$ cat config.mk
export PLATFORM = sky130hd
export DESIGN_NAME = ls_pilot_correlator
export DESIGN_NICKNAME = d
export VERILOG_FILES = /design/src/rtl/ls_corr_pkg.sv /design/src/rtl/lsc_ctrl.sv /design/src/rtl/lsc_pe.sv /design/src/rtl/lsc_outstage.sv /design/src/rtl/ls_pilot_correlator.sv
export SDC_FILE = /design/constraint.sdc
export NUM_CORES = 2
export LEC_CHECK = 0
export ABC_AREA = 1
export BUFFER_PORTS_ARGS = -buffer_cell sky130_fd_sc_hd__buf_2
export CAP_MARGIN = 5
export CORE_UTILIZATION = 50
export DETAILED_ROUTE_END_ITERATION = 8
export GPL_ROUTABILITY_DRIVEN = 0
export HOLD_SLACK_MARGIN = 0.12
export PLACE_DENSITY = 0.68
export RECOVER_POWER = 50
export SLEW_MARGIN = 20
export SYNTH_ARGS = -nofsm -noshare
export SYNTH_HDL_FRONTEND = slang
export SYNTH_HIERARCHICAL = 1
export SYNTH_SLANG_ARGS = --single-unit
export TNS_END_PERCENT = 100
$ cat constraint.sdc
create_clock -name clk -period 6.3 [get_ports clk]
set_input_delay 0 -clock clk [delete_from_list [all_inputs] [get_ports clk]]
set_output_delay 0 -clock clk [all_outputs]
set_load 0.02 [all_outputs]
$ cat src/rtl/ls_corr_pkg.sv
package ls_corr_pkg;

    typedef enum logic [1:0] {
        S_IDLE    = 2'd0,
        S_COLLECT = 2'd1,
        S_DRAIN   = 2'd2
    } corr_state_e;

endpackage

$ cat src/rtl/lsc_ctrl.sv
module lsc_ctrl
    import ls_corr_pkg::*;
#(
    parameter int M   = 4,
    parameter int L   = 4,
    parameter int CW  = 2,
    parameter int DCW = 3
) (
    input  logic              clk,
    input  logic              rst_n,
    input  logic              start,
    input  logic              in_valid,
    output corr_state_e       state,
    output logic [CW-1:0]     col_cnt,
    output logic              load_pilot,
    output logic              emit
);

    corr_state_e      state_nx;
    logic [DCW-1:0]   drain_cnt;
    logic             last_col;
    logic             drain_done;

    assign last_col   = (col_cnt == CW'(L - 1));
    assign drain_done = (drain_cnt == DCW'(M));

    // state register
    always_ff @(posedge clk) begin
        if (!rst_n) state <= S_IDLE;
        else        state <= state_nx;
    end

    // next-state logic
    always_comb begin
        state_nx = state;
        unique case (state)
            S_IDLE:    if (start)                state_nx = S_COLLECT;
            S_COLLECT: if (in_valid && last_col) state_nx = S_DRAIN;
            S_DRAIN:   if (drain_done)           state_nx = S_IDLE;
            default:                             state_nx = S_IDLE;
        endcase
    end

    // frame counters
    always_ff @(posedge clk) begin
        if (!rst_n) begin
            col_cnt   <= '0;
            drain_cnt <= '0;
        end else begin
            if (state == S_COLLECT) begin
                if (in_valid) col_cnt <= last_col ? '0 : col_cnt + 1'b1;
            end else begin
                col_cnt <= '0;
            end
            if (state == S_DRAIN) drain_cnt <= drain_done ? '0 : drain_cnt + 1'b1;
            else                  drain_cnt <= '0;
        end
    end

    // outputs
    always_comb begin
        load_pilot = 1'b0;
        emit       = 1'b0;
        unique case (state)
            S_IDLE:    load_pilot = start;
            S_COLLECT: ;
            S_DRAIN:   emit = (drain_cnt != '0);
            default:   ;
        endcase
    end

endmodule

$ cat src/rtl/lsc_pe.sv
module lsc_pe #(
    parameter int M  = 4,
    parameter int DW = 6,
    parameter int PW = 4,
    parameter int AW = 14
) (
    input  logic                 clk,
    input  logic                 rst_n,
    input  logic                 load_pilot,
    input  logic [PW-1:0]        pilot_re,
    input  logic [PW-1:0]        pilot_im,
    input  logic                 capture,
    input  logic                 advance,
    input  logic [M*DW-1:0]      col_re,
    input  logic [M*DW-1:0]      col_im,
    input  logic signed [AW-1:0] ps_in_re,
    input  logic signed [AW-1:0] ps_in_im,
    output logic signed [AW-1:0] ps_out_re,
    output logic signed [AW-1:0] ps_out_im
);

    logic signed [PW-1:0] tr_re, tr_im;
    logic signed [DW-1:0] sk_re [M];
    logic signed [DW-1:0] sk_im [M];

    logic signed [AW-1:0] h_re, h_im, x_re, x_im;
    logic signed [AW-1:0] term_re, term_im;

    // training symbol register
    always_ff @(posedge clk) begin
        if (!rst_n) begin
            tr_re <= '0;
            tr_im <= '0;
        end else if (load_pilot) begin
            tr_re <= pilot_re;
            tr_im <= pilot_im;
        end
    end

    // skew register: parallel capture of own column, serial release
    always_ff @(posedge clk) begin
        if (!rst_n) begin
            for (int i = 0; i < M; i++) begin
                sk_re[i] <= '0;
                sk_im[i] <= '0;
            end
        end else if (capture) begin
            for (int i = 0; i < M; i++) begin
                sk_re[i] <= col_re[i*DW +: DW];
                sk_im[i] <= col_im[i*DW +: DW];
            end
        end else if (advance) begin
            for (int i = 0; i < M - 1; i++) begin
                sk_re[i] <= sk_re[i+1];
                sk_im[i] <= sk_im[i+1];
            end
            sk_re[M-1] <= '0;
            sk_im[M-1] <= '0;
        end
    end

    assign h_re = AW'(sk_re[0]);
    assign h_im = AW'(sk_im[0]);
    assign x_re = AW'(tr_re);
    assign x_im = AW'(tr_im);

    // y * conj(x)
    assign term_re = h_re * x_re + h_im * x_im;
    assign term_im = h_im * x_re - h_re * x_im;

    always_ff @(posedge clk) begin
        if (!rst_n) begin
            ps_out_re <= '0;
            ps_out_im <= '0;
        end else if (advance) begin
            ps_out_re <= ps_in_re + term_re;
            ps_out_im <= ps_in_im + term_im;
        end
    end

endmodule

$ cat src/rtl/lsc_outstage.sv
module lsc_outstage #(
    parameter int AW = 14,
    parameter int OW = 8,
    parameter int SH = 2
) (
    input  logic                 clk,
    input  logic                 rst_n,
    input  logic                 emit,
    input  logic signed [AW-1:0] acc_re,
    input  logic signed [AW-1:0] acc_im,
    output logic                 out_valid,
    output logic [OW-1:0]        out_re,
    output logic [OW-1:0]        out_im
);

    localparam int XW = AW + 1;
    localparam logic signed [XW-1:0] HALF = (SH > 0) ? XW'(1) <<< (SH - 1) : '0;
    localparam logic signed [XW-1:0] OMAX = XW'((64'sd1 <<< (OW - 1)) - 1);
    localparam logic signed [XW-1:0] OMIN = -OMAX - XW'(1);

    function automatic logic [OW-1:0] round_sat(input logic signed [AW-1:0] a);
        logic signed [XW-1:0] t;
        t = (XW'(a) + HALF) >>> SH;
        if (t > OMAX)      return OMAX[OW-1:0];
        else if (t < OMIN) return OMIN[OW-1:0];
        else               return t[OW-1:0];
    endfunction

    always_ff @(posedge clk) begin
        if (!rst_n) begin
            out_valid <= 1'b0;
            out_re    <= '0;
            out_im    <= '0;
        end else begin
            out_valid <= emit;
            out_re    <= emit ? round_sat(acc_re) : '0;
            out_im    <= emit ? round_sat(acc_im) : '0;
        end
    end

endmodule

$ cat src/rtl/ls_pilot_correlator.sv
module ls_pilot_correlator
    import ls_corr_pkg::*;
#(
    parameter int M  = 4,
    parameter int L  = 4,
    parameter int DW = 6,
    parameter int PW = 4,
    parameter int OW = 8,
    parameter int SH = 2
) (
    input  logic              clk,
    input  logic              rst_n,
    input  logic              start,
    input  logic [L*PW-1:0]   pilot_re,
    input  logic [L*PW-1:0]   pilot_im,
    input  logic              in_valid,
    input  logic [M*DW-1:0]   col_re,
    input  logic [M*DW-1:0]   col_im,
    output logic              out_valid,
    output logic [OW-1:0]     out_re,
    output logic [OW-1:0]     out_im
);

    localparam int CW  = (L > 1) ? $clog2(L) : 1;
    localparam int DCW = $clog2(M + 1);
    localparam int AW  = DW + PW + 2 + ((L > 1) ? $clog2(L) : 0);

    corr_state_e      state;
    logic [CW-1:0]    col_cnt;
    logic             load_pilot;
    logic             emit;
    logic             advance;
    logic             accept;

    logic signed [AW-1:0] ps_re [L+1];
    logic signed [AW-1:0] ps_im [L+1];

    lsc_ctrl #(.M(M), .L(L), .CW(CW), .DCW(DCW)) u_ctrl (
        .clk        (clk),
        .rst_n      (rst_n),
        .start      (start),
        .in_valid   (in_valid),
        .state      (state),
        .col_cnt    (col_cnt),
        .load_pilot (load_pilot),
        .emit       (emit)
    );

    assign accept  = (state == S_COLLECT) && in_valid;
    assign advance = accept || (state == S_DRAIN);

    assign ps_re[0] = '0;
    assign ps_im[0] = '0;

    for (genvar g = 0; g < L; g++) begin : g_pe
        logic cap;
        assign cap = accept && (col_cnt == CW'(g));

        lsc_pe #(.M(M), .DW(DW), .PW(PW), .AW(AW)) u_pe (
            .clk        (clk),
            .rst_n      (rst_n),
            .load_pilot (load_pilot),
            .pilot_re   (pilot_re[g*PW +: PW]),
            .pilot_im   (pilot_im[g*PW +: PW]),
            .capture    (cap),
            .advance    (advance),
            .col_re     (col_re),
            .col_im     (col_im),
            .ps_in_re   (ps_re[g]),
            .ps_in_im   (ps_im[g]),
            .ps_out_re  (ps_re[g+1]),
            .ps_out_im  (ps_im[g+1])
        );
    end

    lsc_outstage #(.AW(AW), .OW(OW), .SH(SH)) u_out (
        .clk       (clk),
        .rst_n     (rst_n),
        .emit      (emit),
        .acc_re    (ps_re[L]),
        .acc_im    (ps_im[L]),
        .out_valid (out_valid),
        .out_re    (out_re),
        .out_im    (out_im)
    );

endmodule

==> results.py <==
metrics = {
    "flow_run": {
        "max-cap-violations": 1,
    },
    "final_layout": {
        "postLayoutCellArea_sq_um": 41980,
        "final_layout_size_suffix_gt1_share_pct": 5.303,
        "post-route-util_pct": 55.27,
        "nNetsFinal": 5761,
        "diodes": 0,
        "final.fill_count": 7033,
        "syn_to_final_growth_pct": 9.445,
    },
    "clock_tree": {
        "cts_max_path_buffers": 3,
        "clock_tree.root_cell": "clkbuf_16",
        "clock_latency_ns": 0.59,
        "cts_tree": "done",
        "clk_transition_reported_paths_ns": 0.06,
        "ctsResizeCount": 0,
        "numCtsBuffers": 43,
        "post-cts-setup-buffers": 0,
        "cts_htree_levels": 2,
        "cts_sinks": 358,
    },
    "die": {
        "floorplan.io_pins": 101,
        "std_cell_rows": 101,
        "floorplan.die_area_sq_um": 77820,
        "start_util_pct": 50.50,
        "die_h_um": 279.0,
        "fp.coreArea_sq_um": 75950,
        "fp.dieW_um": 279.0,
    },
    "critical_path": {
        "timing.setup.critical_path_class": "flop to flop",
        "timing.critical_path.required_ns": 6.78,
        "worst_setup_path_start_kind": "flop",
        "worstPathCellList": "inv_1 -> or2_2 -> fa_1 -> inv_1 -> fa_1 -> fa_1 -> fa_1 -> inv_1 -> fa_1 -> inv_1 -> ha_1 -> a21oi_1 -> o21ai_0 -> nand2_1 -> nand3_1 -> nand2_1 -> nand2_1 -> o21ai_1 -> inv_1",
        "timing.critical_path.to_type": "flop",
        "startpoint_of_the_worst_slack_reg_to_reg_timing_path": "g_pe[0].u_pe/tr_re[3]$_SDFFE_PN0P_",
        "critical_path.max_stage_delay_ns": 0.65,
        "reg2reg_setup_slack_ns": 0.96,
        "critical-path-slowest-cell": "dfxtp_1",
        "worst-path-max-fanout": 13,
        "setup.worst_path.start": "g_pe[0].u_pe/tr_re[3]$_SDFFE_PN0P_",
        "cp.arrival_ns": 5.82,
    },
    "grt": {
        "wire_length_of_the_first_global_routing_pass_um": 148300,
        "grt_start_max_net_pins": 94,
        "gr-usage-all-layers_pct": 23.76,
        "globalRoute.totalOverflow": 0,
        "first_global_vias": 29300,
        "grt_antenna_before_repair": 0,
    },
    "placement": {
        "dp_worst_setup_slack_ns": 0.9766,
        "count_of_buffers_inserted_at_the_top_level_ports": 100,
        "placement.cell_area_sq_um": 39670,
        "dp_hpwl_um": 68960,
    },
    "sta": {
        "slew-limit-headroom_pct": -19.88,
        "final-hold-violation-count": 0,
        "layout_worst_path_cycle_share_pct": 84.78,
        "max_freq_ghz": 0.1872,
        "worst_pin_slew_ns": 1.794,
        "finalWorstPathRequiredPeriod_ns": 5.341,
        "slew_viol_final": 47,
        "setup_repair_after_global_routing_missed_its_margin": "false",
        "timing.setup.tns_ns": 0,
        "fin_worst_skew_ns": 0.02887,
        "postLayoutSetupSlackWorst_ns": 0.9586,
        "setup-violations-final": 0,
    },
    "routing": {
        "wire_per_inst_um": 15.26,
        "antenna_left": 0,
        "drc": 0,
        "initialDrtViolationCount": 1826,
        "routed_via_density": 5.001,
        "vias": 29670,
        "finalWirelength_um": 90530,
        "dr.pass1.iters": 6,
    },
    "logic_synthesis": {
        "syn-instance-count": 4755,
        "syn-cell-area_sq_um": 38350,
        "synth_area_per_cell_sq_um": 8.066,
        "yosys_warnings": 6,
    },
    "run_status": {
        "outcome": "finished with violations",
        "violated_checks": "max-capacitance violations, max-slew violations",
    },
    "worst_hold_path": {
        "holdCritPathClass": "input pin to flop",
        "min-delay-start": "pilot_re[2]",
    },
    "pwr": {
        "p_leak_nw": 22.55,
        "ir_drop_mv": 0.3799,
        "power-per-cell-area_nw_per_um2": 371.9,
    },
}
-- layer usage --
layer / track usage [%] / vias to the layer above / wire [um]
met4: 8.016 / 0 / 3106
met1: 31.82 / 14140 / 40090
met5: 0 / - / 0
met2: 39.80 / 796 / 42340
li1: - / 14560 / -
met3: 2.987 / 173 / 4996
-- worst max-delay path, delay by kind of cell, from the launching register on --
family / cells / cell delay [ns]
AO/OA/AOI/OAI: 3 / 0.51
adder cells (fa/ha/maj): 6 / 2.88
buffers and inverters: 5 / 0.54
flip-flops: 1 / 0.65
AND/OR/NAND/NOR: 5 / 0.63
-- flip-flops by register name (all words and copies together), names as in the netlist --
signal               count
g_pe.u_pe/ps_out_im     55
g_pe.u_pe/ps_out_re     55
g_pe.u_pe/sk_im         96
g_pe.u_pe/sk_re         96
g_pe.u_pe/tr_im         16
g_pe.u_pe/tr_re         16
u_ctrl/col_cnt           2
u_ctrl/drain_cnt         3
u_ctrl/state             2
u_out/out_im             8
u_out/out_re             8
u_out/out_valid          1
-- where the power goes --
part           switching [W]  internal (W)
Sequential          0.000275       0.00262
Clock                0.00109       0.00137
Combinational        0.00633       0.00392
-- cells in the final DEF (no fill, tap or decap), types with 5 or more instances in the layout --
master         instances
inv_1               1243
nand2_1              857
fa_1                 488
nor2_1               398
ha_1                 321
nand3_1              230
dfxtp_1              214
o21ai_0              176
edfxtp_1             144
dlygate4sd3_1        100
a32o_1                96
buf_2                 82
a21oi_1               77
xor2_1                62
clkbuf_16             43
o31ai_1               40
or2_2                 33
clkbuf_1              31
xnor2_1               31
conb_1                30
o21ai_1               22
nand4_1               20
nand2_2               15
nor2_4                14
o211ai_1              14
o21bai_1              13
inv_2                 12
buf_4                 12
clkinv_1              11
clkinv_2              10
nor2_2                10
nand3_2                8
a21oi_2                6
clkbuf_8               5
nor3_1                 5
-- what timing repair did --
item,4_1_cts,5_1_grt
hold endpoints to repair,250,0
hold buffers,100,0
endpoints found under the setup margin,0,0
-- worst paths after layout --
kind,end,depth (start not counted)
setup / recovery,g_pe[0].u_pe/ps_out_im[12]$_SDFFE_PN0P_,19
hold / removal,g_pe[0].u_pe/tr_re[2]$_SDFFE_PN0P_,4
setup reg to reg,g_pe[0].u_pe/ps_out_im[12]$_SDFFE_PN0P_,19
hold reg to reg,u_ctrl/drain_cnt[0]$_SDFF_PP0_,1
-- through the flow --
stage | hold slack [ns] | instances | power [W]
floorplan | 0.1349 | 4784 | 0.01094
global placement | 0.2215 | 5753 | 0.01294
detailed placement | 0.2267 | 5753 | 0.01312
CTS | 0.1413 | 5933 | 0.01571
global route | 0.1797 | 5933 | 0.01752
finish | 0.1647 | 5933 | 0.01561
-- final cells by class --
class	count	area [sq um]	share of cell area, %
Timing Repair Buffer	216	1594	3.798
Inverter	1261	4733	11.28
Tap cell	1030	1289	3.070
Clock buffer	57	1169	2.784
Multi-Input combinational cell	2988	24380	58.08
Sequential cell	358	8608	20.51
Clock inverter	23	203.9	0.4859
Power figures use the tool's default switching activity.
